$ cat src/rtl/sp_bank_pkg.sv
package sp_bank_pkg;
  parameter int unsigned XLEN  = 64;
  parameter int unsigned PTR_W = 48;

  typedef enum logic [1:0] {
    SEL_SP   = 2'd0,
    SEL_SSP  = 2'd1,
    SEL_FPSR = 2'd2,
    SEL_NONE = 2'd3
  } reg_sel_e;
endpackage

$ cat src/rtl/sp_bank_map.sv
// Rename decode: specifier + swap flag -> physical target
module sp_bank_map
  import sp_bank_pkg::*;
(
  input  logic [1:0] sel_i,
  input  logic       swap_i,
  output logic       user_o,
  output logic       supv_o,
  output logic       stat_o
);
  logic is_sp, is_ssp;

  assign is_sp  = (sel_i == SEL_SP);
  assign is_ssp = (sel_i == SEL_SSP);
  assign user_o = (is_sp & ~swap_i) | (is_ssp & swap_i);
  assign supv_o = (is_sp & swap_i) | (is_ssp & ~swap_i);
  assign stat_o = (sel_i == SEL_FPSR);
endmodule

$ cat src/rtl/sp_bank_ptrs.sv
module sp_bank_ptrs #(
  parameter int unsigned PTR_W = 48
) (
  input  logic             clk_i,
  input  logic             rst_ni,
  input  logic             usr_we_i,
  input  logic             supv_we_i,
  input  logic [PTR_W-1:0] data_i,
  output logic [PTR_W-1:0] usr_ptr_o,
  output logic [PTR_W-1:0] supv_ptr_o
);
  always_ff @(posedge clk_i or negedge rst_ni) begin
    if (!rst_ni) begin
      usr_ptr_o  <= '0;
      supv_ptr_o <= '0;
    end else begin
      if (usr_we_i)  usr_ptr_o  <= data_i;
      if (supv_we_i) supv_ptr_o <= data_i;
    end
  end
endmodule

$ cat src/rtl/sp_bank_fpsr.sv
module sp_bank_fpsr #(
  parameter int unsigned W = 16
) (
  input  logic         clk_i,
  input  logic         rst_ni,
  input  logic         wr_en_i,
  input  logic [W-1:0] wr_data_i,
  input  logic         acc_en_i,
  input  logic [W-1:0] acc_flags_i,
  output logic [W-1:0] fpsr_o
);
  always_ff @(posedge clk_i or negedge rst_ni) begin
    if (!rst_ni)       fpsr_o <= '0;
    else if (wr_en_i)  fpsr_o <= wr_data_i;              // explicit write wins
    else if (acc_en_i) fpsr_o <= fpsr_o | acc_flags_i;   // sticky
  end
endmodule

$ cat src/rtl/sp_bank_unit.sv
module sp_bank_unit
  import sp_bank_pkg::*;
#(
  parameter int unsigned XLEN_P  = XLEN,
  parameter int unsigned PTR_W_P = PTR_W
) (
  input  logic                       clk_i,
  input  logic                       rst_ni,
  input  logic [1:0]                 rd_sel_i,
  output logic [XLEN_P-1:0]          rd_data_o,
  input  logic                       wr_en_i,
  input  logic [1:0]                 wr_sel_i,
  input  logic [XLEN_P-1:0]          wr_data_i,
  input  logic                       fpu_vld_i,
  input  logic [XLEN_P-PTR_W_P-1:0]  fpu_flags_i,
  input  logic                       irq_enter_i,
  input  logic                       irq_return_i,
  output logic                       in_isr_o
);
  localparam int unsigned FPSR_W = XLEN_P - PTR_W_P;

  logic              swap_q;
  logic              rd_user, rd_supv, rd_stat;
  logic              wr_user, wr_supv, wr_stat;
  logic [PTR_W_P-1:0] usr_ptr, supv_ptr;
  logic [FPSR_W-1:0]  fpsr_q;

  always_ff @(posedge clk_i or negedge rst_ni) begin
    if (!rst_ni)           swap_q <= 1'b0;
    else if (irq_enter_i)  swap_q <= 1'b1;
    else if (irq_return_i) swap_q <= 1'b0;
  end
  assign in_isr_o = swap_q;

  sp_bank_map u_rd_map (
    .sel_i (rd_sel_i), .swap_i(swap_q),
    .user_o(rd_user),  .supv_o(rd_supv), .stat_o(rd_stat)
  );

  sp_bank_map u_wr_map (
    .sel_i (wr_sel_i), .swap_i(swap_q),
    .user_o(wr_user),  .supv_o(wr_supv), .stat_o(wr_stat)
  );

  sp_bank_ptrs #(.PTR_W(PTR_W_P)) u_ptrs (
    .clk_i     (clk_i),
    .rst_ni    (rst_ni),
    .usr_we_i  (wr_en_i & wr_user),
    .supv_we_i (wr_en_i & wr_supv),
    .data_i    (wr_data_i[PTR_W_P-1:0]),
    .usr_ptr_o (usr_ptr),
    .supv_ptr_o(supv_ptr)
  );

  sp_bank_fpsr #(.W(FPSR_W)) u_fpsr (
    .clk_i      (clk_i),
    .rst_ni     (rst_ni),
    .wr_en_i    (wr_en_i & wr_stat),
    .wr_data_i  (wr_data_i[FPSR_W-1:0]),
    .acc_en_i   (fpu_vld_i & ~swap_q),
    .acc_flags_i(fpu_flags_i),
    .fpsr_o     (fpsr_q)
  );

  always_comb begin
    rd_data_o = '0;
    if (rd_user)      rd_data_o = {fpsr_q, usr_ptr};
    else if (rd_supv) rd_data_o = {{FPSR_W{1'b0}}, supv_ptr};
    else if (rd_stat) rd_data_o = {{PTR_W_P{1'b0}}, fpsr_q};
  end
endmodule

$ cat config.mk
export PLATFORM = sky130hd
export DESIGN_NAME = sp_bank_unit
export DESIGN_NICKNAME = d
export VERILOG_FILES = /design/src/rtl/sp_bank_pkg.sv /design/src/rtl/sp_bank_map.sv /design/src/rtl/sp_bank_ptrs.sv /design/src/rtl/sp_bank_fpsr.sv /design/src/rtl/sp_bank_unit.sv
export SDC_FILE = /design/constraint.sdc
export NUM_CORES = 1
export LEC_CHECK = 0
export BUFFER_PORTS_ARGS = -buffer_cell sky130_fd_sc_hd__buf_2
export CAP_MARGIN = 10
export CORE_ASPECT_RATIO = 1.4
export CORE_UTILIZATION = 52
export CTS_CLUSTER_SIZE = 24
export DETAILED_ROUTE_END_ITERATION = 10
export PLACE_DENSITY = 0.8
export RECOVER_POWER = 100
export REMOVE_ABC_BUFFERS = 1
export SETUP_SLACK_MARGIN = 0.4
export SLEW_MARGIN = 20
export SYNTH_ARGS = -nofsm -noshare
export SYNTH_HDL_FRONTEND = slang
export SYNTH_SLANG_ARGS = --single-unit
$ cat constraint.sdc
create_clock -name clk_i -period 2.1 [get_ports clk_i]
set_input_delay 0.105 -clock clk_i [delete_from_list [all_inputs] [get_ports clk_i]]
set_output_delay 0.105 -clock clk_i [all_outputs]
set_load 0.05 [all_outputs]
==> flow_metrics.env, run 1 <==
export IMPL_wl_per_cell_um=26.1
export IMPL_die_w_um=86.4
export IMPL_cts_root_buffer="clkbuf_16"
export IMPL_skew_ns=0.00423
export IMPL_num_vias=5150
export IMPL_yosysTopAreaCellShare_pct=54.5
export IMPL_worst_setup_path_start_kind="flip-flop"
export IMPL_hp_start="fpu_flags_i[7]"
export IMPL_yosysTopAreaCell="dfrtp_1"
export IMPL_clkLatencyLatePin_ns=0.41
export IMPL_rows=42
export IMPL_fin_crit_sh_pct=105
export IMPL_cts_tree="done"
export IMPL_core_mm2=0.00956
export IMPL_h_tree_depth=4
export IMPL_gp_congestion=0.747
export IMPL_wl_um=22000
export IMPL_power_w=0.00913
export IMPL_path_clk_slew_ns=0.05
export IMPL_grt_overflow_total=0
export IMPL_clockBufferDepth=2
export IMPL_drive_above_1_share_pct=54.1
export IMPL_ios=155
export IMPL_violations="setup timing"
export IMPL_drc=0
export IMPL_hp_class="in2reg"
export IMPL_crit_slowest_cell="dfrtp_2"
export IMPL_avgSynthCellArea_um2=11.3
export IMPL_synth_distinct_cells=22
export IMPL_rrSetupSlack_ns=0.07
export IMPL_synth_seq_area_share_pct=54.5
export IMPL_p_per_area_mw_per_mm2=1020
export IMPL_critPathMaxFanout=7
export IMPL_slew_viol_final=0
export IMPL_r2r_start="in_isr_o"
export IMPL_whs_ns=0.00904
export IMPL_synthTopCellsByArea="dfrtp_1 55%, mux2_2 16%, a21oi_1 6.2%"
export IMPL_fin_ws_ns=-0.102
export IMPL_r2r_worst_path_cells=7
export IMPL_cts_inserted_buffers=17
export IMPL_status="finished, violations left"
export IMPL_max_vdd_ir_drop_v=0.000888
export IMPL_crit_chain="xnor2_4 > buf_12 > buf_12 > buf_16 > mux2i_1 > o21ai_1 > buf_6"
export IMPL_hold_end="u_fpsr.fpsr_o[7]"
export IMPL_grt_pass1_wl_um=25000
export IMPL_port_buffers=138
export IMPL_diodes=0
export IMPL_hold_viol=0
export IMPL_p_leak_nw=4.04
export IMPL_synthesis_area_mm2=0.00518
export IMPL_vias_per_cell=6.12
export IMPL_worst_path_buf_inv=4
export IMPL_arrival_ns=2.10
export IMPL_grt_max_degree=61
export IMPL_holdPathStages=3
export IMPL_final_common_cell="dfrtp_1"
export IMPL_dieArea_mm2=0.0104
export IMPL_syn_to_final_growth_pct=72.1
export IMPL_yosysWarnings=0
export IMPL_crit_path_frequent_cell="buf_12"
export IMPL_cap_violations=0
export IMPL_ant_nets=0
export IMPL_grt_usage_pct=32.7
export IMPL_rsz0062_at_grt="true"
export IMPL_setup_viol=14
export IMPL_tightest_slew_ns=0.849
export IMPL_r2r_end="u_ptrs.usr_ptr_o[25]"
export IMPL_path_delay_family="buffers and inverters"
export IMPL_finalCriticalPeriod_ns=2.20
export IMPL_syn_inst=459
export IMPL_drtPass1Iterations=5
export IMPL_drt_iter0_drc=414
export IMPL_antenna_found_initial=1
export IMPL_fin_nets=788
export IMPL_grt_pass1_vias=4963
export IMPL_mostFrequentLayoutCells="112 x dfrtp_1, 72 x buf_2, 64 x mux2_2"
export IMPL_crit_path_end_kind="output port"
export IMPL_critPathRequiredTime_ns=2.00
export IMPL_die_y_um=120
export IMPL_initial_core_util_pct=54.2
export IMPL_max_stage_delay_ns=0.46
export IMPL_relSlewSlack_pct=43.4
export IMPL_max_freq_ghz=0.454
export IMPL_cts_num_sinks=113
export IMPL_ys_ff_latch=113
export IMPL_critical_path_class="reg2out"
export IMPL_dp_hpwl_um=8100
==> registers in the layout, indices dropped and copies added (netlist names) <==
register and count:
u_fpsr.fpsr_o 16, in_isr_o 1, u_ptrs.usr_ptr_o 48, u_ptrs.supv_ptr_o 48
==> stage by stage <==
step | std cells | util [%] | area [um2] | TNS (ns) | worst slack [ns]
3_3_place_gp | 713 | 63.6 | 6090 | 0 | 0.269
5_1_grt | 842 | 93.3 | 8920 | -1.56 | -0.122
3_5_place_dp | 713 | 63.6 | 6090 | 0 | 0.148
2_1_floorplan | 428 | - | 5020 | -180.74 | -2.49
6_report | 842 | 93.3 | 8920 | -0.403 | -0.102
4_1_cts | 825 | 83.3 | 7960 | 0 | 0.0512
==> logic make-up after synthesis <==
group | after synthesis | share of synthesized area, %
xor gates and xnor gates | 3 | 0.507
and+or+nand+nor | 118 | 9.82
DFF | 113 | 54.5
buffers and inverters | 32 | 3.26
AOI/OAI and AO/OA | 81 | 7.87
muxes | 112 | 24.0
==> cells in the mapped netlist <==
cell,n
nor2b_1,2
mux2_4,1
xor2_1,1
buf_2,6
nor2_1,17
mux2_2,74
mux2_1,21
and3b_4,1
buf_4,1
clkbuf_1,19
xnor2_1,2
inv_1,1
nor3b_2,1
a21oi_1,64
dfrtp_1,113
mux2i_1,16
buf_6,5
and2_1,16
a21o_1,1
nand2_1,80
nand3b_1,1
o21ai_0,16
==> worst max-delay path by stage <==
stage	from	endpoint	slack [ns]	cells past startpoint
after floorplan	in_isr_o	rd_data_o[0]	-2.49	3
after global placement	in_isr_o	u_fpsr.fpsr_o[1]	0.27	3
after detailed placement	in_isr_o	u_fpsr.fpsr_o[0]	0.15	3
after CTS	in_isr_o	rd_data_o[10]	0.05	7
after global routing	in_isr_o	rd_data_o[10]	-0.12	7
final	in_isr_o	rd_data_o[10]	-0.10	7
==> what timing repair did <==
| item | in CTS | in global routing |
|---|---|---|
| resized for setup | 122 | 173 |
| pin swaps | 6 | 38 |
| gates cloned | 9 | 11 |
| hold buffers | 62 | 0 |
| setup endpoints to repair | 176 | 176 |
| buffers inserted | 10 | 6 |
| hold endpoints to repair | 225 | 0 |
==> worst reg2reg max path, cell delays in order (launching register included) <==
cell     delay (ns)
dfrtp_2        0.46
buf_4          0.17
buf_6          0.13
xnor2_4        0.17
and3b_4        0.31
buf_12         0.17
buf_16         0.14
mux2_2         0.36
==> per-layer routing <==
metal  global-route usage (%)  share of wire, %  up-vias
li1                         -                 -     2059
met1                     33.4                33     2515
met2                     59.1                52      418
met3                     8.12               7.3      156
met4                     19.5               8.3        2
met5                        0             0.059        -
==> layout make-up <==
| class | instances | area, um2 |
|---|---|---|
| Sequential cell | 113 | 2830 |
| Multi-Input combinational cell | 314 | 2690 |
| Timing Repair Buffer | 251 | 2690 |
| Fill cell | 287 | 642 |
| Clock buffer | 25 | 495 |
| Tap cell | 132 | 165 |
| Clock inverter | 6 | 55.1 |
| Inverter | 1 | 3.75 |
==> power by group <==
part           switching, W  internal (W)
logic               0.00174       0.00151
clock network      0.000996       0.00173
registers          0.000448       0.00270
total               0.00319       0.00594
(Power assumes the default switching activity.)
==> inputs of run 2 (changes only) <==
Settings changed: ABC_AREA from default to 1, CORE_UTILIZATION 52 to 30, PLACE_DENSITY 0.8 to default.
==> run 2 against run 1 <==
  * The flow now finishes without violations
  * Non-clock buffer count rose by 11
  * Synthesized area up 8.7%
  * Critical path depth shrank 1
  * Clock power shrank 1%
  * Hold slack gained 0.12 ns
  * Register-to-register slack improved by 0.17 ns
  * Count of clock-buffer cells in the layout is 2 lower
  * Largest cell class is now multi-input combinational cells
==> flow_metrics.env, run 2 <==
export IMPL_status="finished, final reports clean"
export IMPL_die_y_um=164
export IMPL_num_vias=6309
export IMPL_r2r_worst_path_cells=6
export IMPL_fin_nets=1052
export IMPL_slew_viol_final=0
export IMPL_multiInputGateArea_mm2=0.00297
export IMPL_synthTopCellsByCount="296 x nand2_1, 113 x dfrtp_1, 96 x nand4_1"
export IMPL_final_common_cell="nand2_1"
export IMPL_n_fill_cell=1749
export IMPL_synth_most_common_cell="nand2_1"
export IMPL_mostFrequentLayoutCells="233 x nand2_1, 112 x dfrtp_1, 96 x nand4_1"
export IMPL_h_tree_depth=4
export IMPL_yosysTopAreaCell="dfrtp_1"
export IMPL_p_per_area_mw_per_mm2=897
export IMPL_port_buffers=138
export IMPL_yosysTopAreaCellShare_pct=50.2
export IMPL_die_w_um=118
export IMPL_setup_viol=0
export IMPL_grt_usage_pct=22.2
export IMPL_reg_largest_list="u_ptrs.supv_ptr_o x48, u_ptrs.usr_ptr_o x48, u_fpsr.fpsr_o x16"
export IMPL_fin_crit_sh_pct=93.7
export IMPL_cp_startpoint="in_isr_o"
export IMPL_syn_to_final_growth_pct=63.9
export IMPL_seqCellArea_mm2=0.00283
export IMPL_worst_setup_path_start_kind="flip-flop"
export IMPL_cap_violations=0
export IMPL_ant_nets=0
export IMPL_critical_path_class="reg2out"
export IMPL_hp_start="fpu_vld_i"
export IMPL_vias_per_cell=5.20
export IMPL_rsz0062_at_grt="true"
export IMPL_clockBufferDepth=2
export IMPL_avgSynthCellArea_um2=7.57
export IMPL_cts_root_buffer="clkbuf_16"
export IMPL_drtPass1Iterations=7
export IMPL_synth_edf_count=0
export IMPL_gp_congestion=0.761
export IMPL_drc=0
export IMPL_cts_inserted_buffers=17
export IMPL_synthTopCellsByArea="dfrtp_1 50%, nand2_1 20%, nand4_1 11%"
export IMPL_drive_above_1_share_pct=33.8
export IMPL_diodes=0
export IMPL_dieArea_mm2=0.0193
export IMPL_grt_pass1_wl_um=33300
export IMPL_critPathMaxFanout=16
export IMPL_tightest_slew_ns=0.824
export IMPL_arrival_ns=1.86
export IMPL_synth_distinct_cells=16
export IMPL_holdPathStages=3
export IMPL_antenna_found_initial=0
export IMPL_relSlewSlack_pct=45.1
export IMPL_p_leak_nw=4.74
export IMPL_cts_num_sinks=113
export IMPL_ys_ff_latch=113
export IMPL_ios=155
export IMPL_fin_tns_setup_ns=0
export IMPL_stdcell_area_mm2=0.00924
export IMPL_synthFlopType="dfrtp_1"
export IMPL_synthArstFlopShare_pct=100
export IMPL_wl_per_cell_um=18.4
export IMPL_max_freq_ghz=0.508
export IMPL_max_vdd_ir_drop_v=0.000480
export IMPL_grt_pass1_vias=6227
export IMPL_syn_inst=744
export IMPL_skew_ns=0.00533
export IMPL_post_dp_cell_area_mm2=0.00665
export IMPL_yosysWarnings=0
export IMPL_initial_core_util_pct=31.1
export IMPL_hp_class="in2reg"
export IMPL_synthesis_area_mm2=0.00564
export IMPL_drt_iter0_drc=524
export IMPL_crit_path_end_kind="output port"
export IMPL_wl_um=22400
export IMPL_path_clk_slew_ns=0.05
export IMPL_rrSetupSlack_ns=0.24
export IMPL_core_mm2=0.0181
export IMPL_clkLatencyLatePin_ns=0.41
export IMPL_r2r_start="in_isr_o"
export IMPL_hold_viol=0
export IMPL_critPathRequiredTime_ns=2.00
export IMPL_grt_max_degree=71
export IMPL_post_route_util_pct=50.9
export IMPL_grt_overflow_total=0
export IMPL_rows=58
export IMPL_cts_tree="done"
export IMPL_synth_seq_area_share_pct=50.2
export IMPL_finalCriticalPeriod_ns=1.97
export IMPL_dp_hpwl_um=11200
-- run 2: changes by cell type in the layout (fill, tap and decap cells not counted), moves of 21 or more --
cell      delta
nand4_1     +96
nand3_1     +58
mux2_2      -64
nand3_2     +21
nand2_2     +33
clkbuf_2    +33
nand2_1    +177
a21oi_1     -25
mux2_4      -28
-- run 2: routing by layer --
layer / routed length (um) / track usage [%] / vias up / share of wire (%)
met2: 11500 / 38.7 / 254 / 52
met3: 1190 / 4.06 / 42 / 5.3
met4: 482 / 8.33 / 0 / 2.2
met1: 9150 / 27.2 / 3099 / 41
met5: 0 / 0 / - / 0
li1: - / - / 2914 / -
-- run 2: kinds of logic (layout without fill, tap and decap cells) --
kind of cell	after synthesis	after routing	synth area share, %
simple gates	526	527	41.2
flops	113	113	50.2
buf+inv	85	313	6.82
compound gates	20	20	1.82
-- run 2: worst max-delay path, cell delays in order, from the launching register on --
cell and delay (ns):
dfrtp_2 0.45, clkbuf_1 0.14, o21ai_2 0.17, buf_12 0.21
nand3_1 0.10, nand3_2 0.10, clkbuf_2 0.27
-- run 2: timing repair --
| action | CTS | global route |
|---|---|---|
| hold endpoints to repair | 142 | 0 |
| hold buffers | 70 | 0 |
| gates cloned | 7 | 12 |
| endpoints found under the setup margin | 109 | 149 |
| setup buffers | 12 | 6 |
| pin swaps | 23 | 16 |
| gates resized for setup | 213 | 88 |
-- run 2: area by class of cell --
type                            instances  area share (%)
Tap cell                              240            3.25
Inverter                               21            1.08
Clock inverter                          7           0.650
Multi-Input combinational cell        547            32.1
Timing Repair Buffer                  262            27.1
Clock buffer                           23            5.17
Sequential cell                       113            30.6
-- run 2: worst paths after layout --
kind | end
max | rd_data_o[11]
min | u_fpsr.fpsr_o[4]
max reg2reg | u_ptrs.usr_ptr_o[21]
min reg2reg | u_ptrs.usr_ptr_o[26]
max in group asynchronous | in_isr_o
min in group asynchronous | u_ptrs.usr_ptr_o[15]
-- run 2: through the flow --
stage | std cells | hold slack [ns] | power [W] | setup slack, ns
global route | 1213 | 0.145 | 0.00866 | 0.0727
finish | 1213 | 0.127 | 0.00828 | 0.133
CTS | 1198 | 0.113 | 0.00820 | 0.192
global placement | 1079 | 0.0780 | 0.00485 | 0.325
floorplan | 680 | -0.191 | 0.00416 | -1.84
detailed placement | 1079 | 0.0856 | 0.00487 | 0.303
-- run 2: report_power, final --
| group | internal (W) | total (W) | switching (W) | leakage (nW) |
|---|---|---|---|---|
| clock | 0.00169 | 0.00269 | 0.000996 | 0.272 |
| sequential | 0.00259 | 0.00287 | 0.000285 | 1.37 |
| combinational | 0.00101 | 0.00272 | 0.00172 | 3.10 |
| total | 0.00529 | 0.00828 | 0.00300 | 4.74 |
